`config.mk`:
```
export PLATFORM = sky130hd
export DESIGN_NAME = ulpi_reg_engine
export DESIGN_NICKNAME = d
export VERILOG_FILES = /design/src/rtl/ulpi_reg_engine.sv
export SDC_FILE = /design/constraint.sdc
export NUM_CORES = 1
export LEC_CHECK = 0
export BUFFER_PORTS_ARGS = -buffer_cell sky130_fd_sc_hd__clkbuf_2
export CORE_ASPECT_RATIO = 0.5
export CORE_UTILIZATION = 51
export DETAILED_ROUTE_END_ITERATION = 12
export HOLD_SLACK_MARGIN = 0.15
export PLACE_DENSITY = 0.9
export SLEW_MARGIN = 20
export SYNTH_ARGS = -nofsm -noshare
export SYNTH_HDL_FRONTEND = slang
export SYNTH_SLANG_ARGS = --single-unit
```
`constraint.sdc`:
```
create_clock -name clk -period 2.35 [get_ports clk]
set_input_delay 0.5875 -clock clk [delete_from_list [all_inputs] [get_ports clk]]
set_output_delay 0.5875 -clock clk [all_outputs]
set_load 0.005 [all_outputs]
```
`src/rtl/ulpi_reg_engine.sv`:
```
module ulpi_reg_engine #(
  parameter logic [7:0] BOOT_ADDR      = 8'h04,
  parameter logic [7:0] BOOT_DATA      = 8'h20,
  parameter int         DIR_LOW_CYCLES = 3
) (
  input  logic       clk,
  input  logic       rst_n,
  input  logic       req_valid,
  input  logic       req_write,
  input  logic [7:0] req_addr,
  input  logic [7:0] req_wdata,
  output logic       req_ready,
  output logic       rsp_done,
  output logic       rsp_aborted,
  output logic [7:0] rsp_rdata,
  input  logic       ulpi_dir,
  input  logic       ulpi_nxt,
  output logic       ulpi_stp,
  input  logic [7:0] ulpi_data_in,
  output logic [7:0] ulpi_data_out,
  output logic       ulpi_data_oe
);
  localparam int CW = (DIR_LOW_CYCLES > 1) ? $clog2(DIR_LOW_CYCLES) : 1;
  localparam logic [CW-1:0] CNT_LAST = CW'(DIR_LOW_CYCLES - 1);
  localparam logic [5:0] EXT_FIELD = 6'h2F;

  typedef enum logic [3:0] {
    ST_WAIT, ST_IDLE, ST_CMD, ST_EADDR, ST_WDATA,
    ST_STP, ST_RTURN, ST_RDATA, ST_RWAIT, ST_HOLD
  } state_t;

  state_t        state;
  logic          dir_q;
  logic [CW-1:0] low_cnt;
  logic          op_wr, op_boot;
  logic [7:0]    op_addr, op_wdata;

  wire bus_free = !ulpi_dir && !dir_q;
  wire use_ext  = (op_addr >= 8'h40) || (op_addr[5:0] == EXT_FIELD);
  wire [7:0] cmd_byte = {1'b1, ~op_wr, use_ext ? EXT_FIELD : op_addr[5:0]};
  wire drives = (state == ST_IDLE) || (state == ST_CMD) || (state == ST_EADDR) ||
                (state == ST_WDATA) || (state == ST_STP);

  assign req_ready    = (state == ST_IDLE) && bus_free;
  assign ulpi_data_oe = drives && bus_free;
  assign ulpi_stp     = (state == ST_STP);

  always_comb begin
    case (state)
      ST_CMD:   ulpi_data_out = cmd_byte;
      ST_EADDR: ulpi_data_out = op_addr;
      ST_WDATA: ulpi_data_out = op_wdata;
      default:  ulpi_data_out = 8'h00;
    endcase
  end

  always_ff @(posedge clk or negedge rst_n) begin
    if (!rst_n) begin
      state       <= ST_WAIT;
      dir_q       <= 1'b1;
      low_cnt     <= '0;
      op_wr       <= 1'b0;
      op_boot     <= 1'b0;
      op_addr     <= 8'h00;
      op_wdata    <= 8'h00;
      rsp_done    <= 1'b0;
      rsp_aborted <= 1'b0;
      rsp_rdata   <= 8'h00;
    end else begin
      dir_q       <= ulpi_dir;
      rsp_done    <= 1'b0;
      rsp_aborted <= 1'b0;
      case (state)
        ST_WAIT: begin
          if (ulpi_dir) low_cnt <= '0;
          else if (low_cnt == CNT_LAST) begin
            low_cnt  <= '0;
            op_wr    <= 1'b1;
            op_boot  <= 1'b1;
            op_addr  <= BOOT_ADDR;
            op_wdata <= BOOT_DATA;
            state    <= ST_CMD;
          end else low_cnt <= low_cnt + 1'b1;
        end
        ST_IDLE: begin
          if (req_valid && req_ready) begin
            op_wr    <= req_write;
            op_boot  <= 1'b0;
            op_addr  <= req_addr;
            op_wdata <= req_wdata;
            state    <= ST_CMD;
          end
        end
        ST_CMD, ST_EADDR: begin
          if (ulpi_dir) begin
            rsp_aborted <= !op_boot;
            state       <= ST_HOLD;
          end else if (ulpi_nxt) begin
            if (state == ST_CMD && use_ext) state <= ST_EADDR;
            else if (op_wr)                 state <= ST_WDATA;
            else                            state <= ST_RTURN;
          end
        end
        ST_WDATA: if (ulpi_nxt) state <= ST_STP;
        ST_STP: begin
          rsp_done <= !op_boot;
          state    <= ST_IDLE;
        end
        ST_RTURN: state <= ST_RDATA;
        ST_RDATA: begin
          rsp_rdata <= ulpi_data_in;
          state     <= ST_RWAIT;
        end
        ST_RWAIT: begin
          if (!ulpi_dir) begin
            rsp_done <= 1'b1;
            state    <= ST_IDLE;
          end
        end
        ST_HOLD: if (!ulpi_dir) state <= op_boot ? ST_WAIT : ST_IDLE;
        default: state <= ST_WAIT;
      endcase
    end
  end

  a_r8_done_abort_excl: assert property (@(posedge clk) disable iff (!rst_n)
    rsp_done |-> !rsp_aborted);

  a_r9_stp_single: assert property (@(posedge clk) disable iff (!rst_n)
    ulpi_stp |=> !ulpi_stp);

  a_r9_stp_after_nxt: assert property (@(posedge clk) disable iff (!rst_n)
    ulpi_stp |-> $past(ulpi_nxt));

  a_r7_abort_needs_dir: assert property (@(posedge clk) disable iff (!rst_n)
    rsp_aborted |-> $past(ulpi_dir));

  a_r3_release_on_fall: assert property (@(posedge clk) disable iff (!rst_n)
    $fell(ulpi_dir) |-> !ulpi_data_oe);

endmodule

```
# After elaboration in Yosys (flattened, before gate mapping)
# Index checks and enable logic that the tools add are counted.
# word_totals
register_bits	35
word_cells	83
mem_bits_ro	0
memories	0
out_inout_bits	21
latchBits	0
mem_bits_rw	0
# op_classes
shifts	0
div	0
n_eq_ne	18
reduce_logical	18
n_lt_le_gt_ge	1
n_addsub	1
mul	0
n_bitwise	1
n_mux	34
# op_table
cell	n
8-bit two-way mux	6
4-bit one-hot mux with 9 select lines	1
4-bit two-way mux	8
8-bit one-hot mux with 2 select lines	2
8-bit one-hot mux with 3 select lines	1
4-bit by 3-bit equality test with 1-bit output (second input constant)	4
2-bit != test (second input constant)	5
4-bit by 2-bit equality test with 1-bit output (second input constant)	2
4-bit equality test (second input constant)	2
8-bit by 7-bit greater-or-equal comparator with 1-bit output (second input constant)	1
1-bit two-way mux	8
7-bit AND reduction	1
6-bit equality test (second input constant)	1
2-bit two-way mux	3
6-bit two-way mux	1
1-bit one-hot mux with 2 select lines	3
1-bit logical AND	5
1-bit logical OR	5
4-bit by 1-bit equality test with 1-bit output (second input constant)	1
4-bit logical NOT	1
4-bit AND reduction	1
1-bit logical NOT	3
3-bit two-way mux	1
3-bit != test (second input constant)	1
6 further kinds	6

# Longest topological paths before layout
# logic_depth
ltp_word	7
mapped_depth	6
depth_no_buf	4

# Worst setup path after synthesis
# OpenSTA, ideal clock, no wires.
# synth_path
path_type	register -> output
start	register state[3]
end	output ulpi_data_out[2]
arrival_ns	1.350
stages_incl_launch_ff	5
required_ns	1.762
path_slack_ns	0.413
cell_sequence	dfrtp_1 clkbuf_1 nor3_1 o21ai_0 nand2_1
# synth_between
elab_chain_cells	2
word_cells_on_any_way	4
# synth_lines
item	line_no	source
start: declaration	32	state_t state;
start signal: assignment	120	ST_HOLD: if (!ulpi_dir) state <= op_boot ? ST_WAIT : ST_IDLE;
4-bit by 3-bit equality test with 1-bit output or 4-bit by 2-bit equality test with 1-bit output (tied branches)	49	case (state)
8-bit one-hot mux with 3 select lines *	49	
end: declaration	20	output logic [7:0] ulpi_data_out,
# Every way passes the cells marked *; elsewhere a longest branch is shown, timed or not.

# Final worst setup path
# layout_path
start	register state[2]
end	output ulpi_data_out[5]
# The elaborated chain is that of the path after synthesis.

==> summary.txt <==
Outcome
  – Status: complete, but fails checks
  – Failing checks: design-rule violations

Floorplanning
  – Core area: 0.00312 mm2
  – Die height: 43.3 um
  – DIE WIDTH: 84.5 um
  – Rows: 14
  – Die ar.: 0.00366 mm2
  – Initial core utilization: 0.557
  – Boundary Pins: 51

Power
  – Psw: 0.000961 W
  – Clk pwr share: 0.200
  – Worst VDD drop: 703 uV
  – Cell internal pwr: 0.00173 W
  – Sw Share: 0.358
  – Sequential Power Share: 0.394
  – Comb power frac: 0.406
  – Lkg Pwr: 1.03 nW
  – Power Dens Cells: 1250 mW/mm2

GRT
  – GR Overflow Total: 0
  – Gr usage total: 0.246
  – Pin count of the biggest net entering global routing: 36
  – Initial antenna violation count: 0
  – First-pass GRT wire length: 6750 um
  – Vias in the first global route: 1411

Setup path
  – CP endpoint kind: output port
  – Crit Path Class: reg2out
  – Startpoint Class: register
  – Max FO, Critical Path: 9
  – Arr. time, crit path: 1.69 ns
  – Req. time, crit path: 1.76 ns

Routing
  – Vias/cell: 6.04
  – Pre-Repair DR Iteration Count: 8
  – Number of DRC markers in iteration 0: 92
  – Final WL: between 4000 and 5000 um
  – Via count: 1511
  – Post-DR wirelength/cell: 16.2 um
  – Residual DRC count: 6
  – Post-route ant nets: 0

STA
  – Unrepaired setup endpoints after global routing: false
  – Tcrit/Tclk final: 0.968
  – Fin crit period: roughly 2.3 ns
  – Fin Clk Skew: 0.00877 ns
  – Setup TNS: 0 ns
  – Final hold vios: 0
  – Fmax: between 0.4 and 0.5 GHz
  – Max-slew violation count: 0
  – Relative slew slack: 0.423
  – Number of setup violations in the final report: 0
  – Worst slew pin tran: 0.866 ns
  – Fin Hold WS: 0.402 ns

Yosys
  – Post-synth EDFFs: 0
  – Post-Syn Area: 0.00174 mm2
  – Mapped Cells: 157
  – Ys flop type: dfrtp_1
  – Synth Net Count: about 190
  – Synthesized area per cell: 11.1 um2
  – Netlist cell types: 45
  – Register bit count reported by yosys: 35
  – Post-synth ARST share: 1.00
  – Register area share after synthesis: 0.505
  – Synth warnings: 0

Placed design
  – # port buffers: 50
  – RePlAce Congestion: 0.863
  – Instance area after placement: 0.00202 mm2
  – DP Wirelength: 2910 um

Flow run
  – Total of max-cap violations: 0

Clock network
  – Cts hold-fix bufs: 0
  – Root Driver: clkbuf_8
  – H-Tree Depth: 2
  – Clock buffer depth: 2
  – Num CTS Buffers: 5
  – Clock-pin slew on the worst setup and hold paths: 0.08 ns
  – CTS Sinks: 35
  – Clk_lat worst skew: 0.29 ns
  – CTS tree: done

Hold path
  – Hold WC Path Type: in2async

Final layout
  – # diodes: 0
  – Design Area, Final: 0.00215 mm2
  – Synthesis-to-layout area growth: 23.7%
  – Most frequent cells in the layout: 50 x clkbuf_2, 32 x dfrtp_1, 15 x a22o_1
  – Layout net count: 239
  – Share of cells above drive strength 1: 0.400
  – Commonest non-fill, non-tap cell in the layout: clkbuf_2
==> cells by family after synthesis <==
logic type	after synthesis	synth area share
compound gates	49	0.228
simple gates	46	0.154
flops	35	0.505
buf+inv	17	0.0483
mux	10	0.0641
==> what timing repair did <==
action | CTS | global route
setup endpoints to repair | 3 | 3
resized for setup | 2 | 3
buffers inserted | 0 | 0
==> routing by layer <==
| layer | track usage | routed length, um | vias to the layer above |
|---|---|---|---|
| met5 | 0 | 0 | - |
| met3 | 0.0661 | 297 | 4 |
| met4 | 0.0712 | 21 | 0 |
| met1 | 0.327 | 1760 | 742 |
| met2 | 0.403 | 1970 | 72 |
| li1 | - | - | 693 |
==> final timing paths <==
kind | slack (ns) | from | cells after the start | endpoint
worst max-delay path | 0.08 | state[2]$_DFFE_PN0P_ | 4 | ulpi_data_out[5]
worst max register to register | 0.42 | state[0]$_DFFE_PN0P_ | 4 | op_wdata[5]$_DFFE_PN0P_
max in group asynchronous | 1.34 | rst_n | 1 | state[3]$_DFFE_PN0P_
min in group clk | 0.43 | ulpi_dir | 1 | dir_q$_DFF_PN1_
worst min register to register | 0.49 | op_boot$_DFFE_PN0P_ | 1 | rsp_aborted$_DFF_PN0_
worst min-delay path | 0.40 | rst_n | 1 | op_wdata[4]$_DFFE_PN0P_
==> Yosys cell counts (all sizes together), types with 2 or more instances <==
cell type | number | area share
a21oi | 2 | 0.0058
a221o | 3 | 0.017
a22o | 15 | 0.076
and2 | 2 | 0.0072
buf | 5 | 0.022
clkbuf | 7 | 0.016
dfrtp | 34 | 0.49
inv | 5 | 0.011
mux2 | 9 | 0.058
nand2 | 11 | 0.024
nand2b | 2 | 0.0072
nand3 | 2 | 0.0086
nor2 | 8 | 0.017
nor3 | 9 | 0.026
nor3b | 2 | 0.0086
nor4b | 2 | 0.019
o21a | 4 | 0.022
o21ai | 7 | 0.020
o22a | 4 | 0.020
o31ai | 3 | 0.013
o32a | 2 | 0.012
==> sequential cells by signal, indices dropped and copies added (netlist names) <==
signal,flops
op_addr,8
op_wdata,8
rsp_rdata,8
state,4
low_cnt,2
dir_q,1
op_boot,1
op_wr,1
rsp_aborted,1
rsp_done,1
==> critical path: stages (launching register included) <==
cell and delay (ns):
dfrtp_1 0.49, or3b_4 0.47, nor2_2 0.19, a221o_1 0.14, clkbuf_2 0.11
==> through the flow <==
step                utilization  std cells  total power (W)  worst slack (ns)
floorplan                     -        157          0.00173             0.413
global placement          0.649        242          0.00207             0.272
detailed placement        0.649        242          0.00212             0.239
CTS                       0.687        250          0.00267            0.0621
global route              0.689        250          0.00287            0.0132
finish                    0.689        250          0.00269            0.0754
==> power groups by stage <==
| stage | sequential, W | clock, W | combinational, W |
|---|---|---|---|
| 2_1_floorplan | 0.000973 | 0 | 0.000760 |
| 3_3_place_gp | 0.00104 | 0 | 0.00103 |
| 3_5_place_dp | 0.00105 | 0 | 0.00106 |
| 4_1_cts | 0.00105 | 0.000545 | 0.00108 |
| 5_1_grt | 0.00108 | 0.000574 | 0.00122 |
| 6_report | 0.00106 | 0.000538 | 0.00109 |
==> area by class of cell <==
cell class | instances | area, um2
fillers | 238 | 970
flip-flops and latches | 35 | 880
multi-input cells | 105 | 785
repair buffers | 57 | 303
clock buffers | 5 | 68.8
well taps | 40 | 50.0
clock inverters | 3 | 43.8
inverters | 5 | 18.8
No activity file was read; power rests on OpenSTA's default activity.
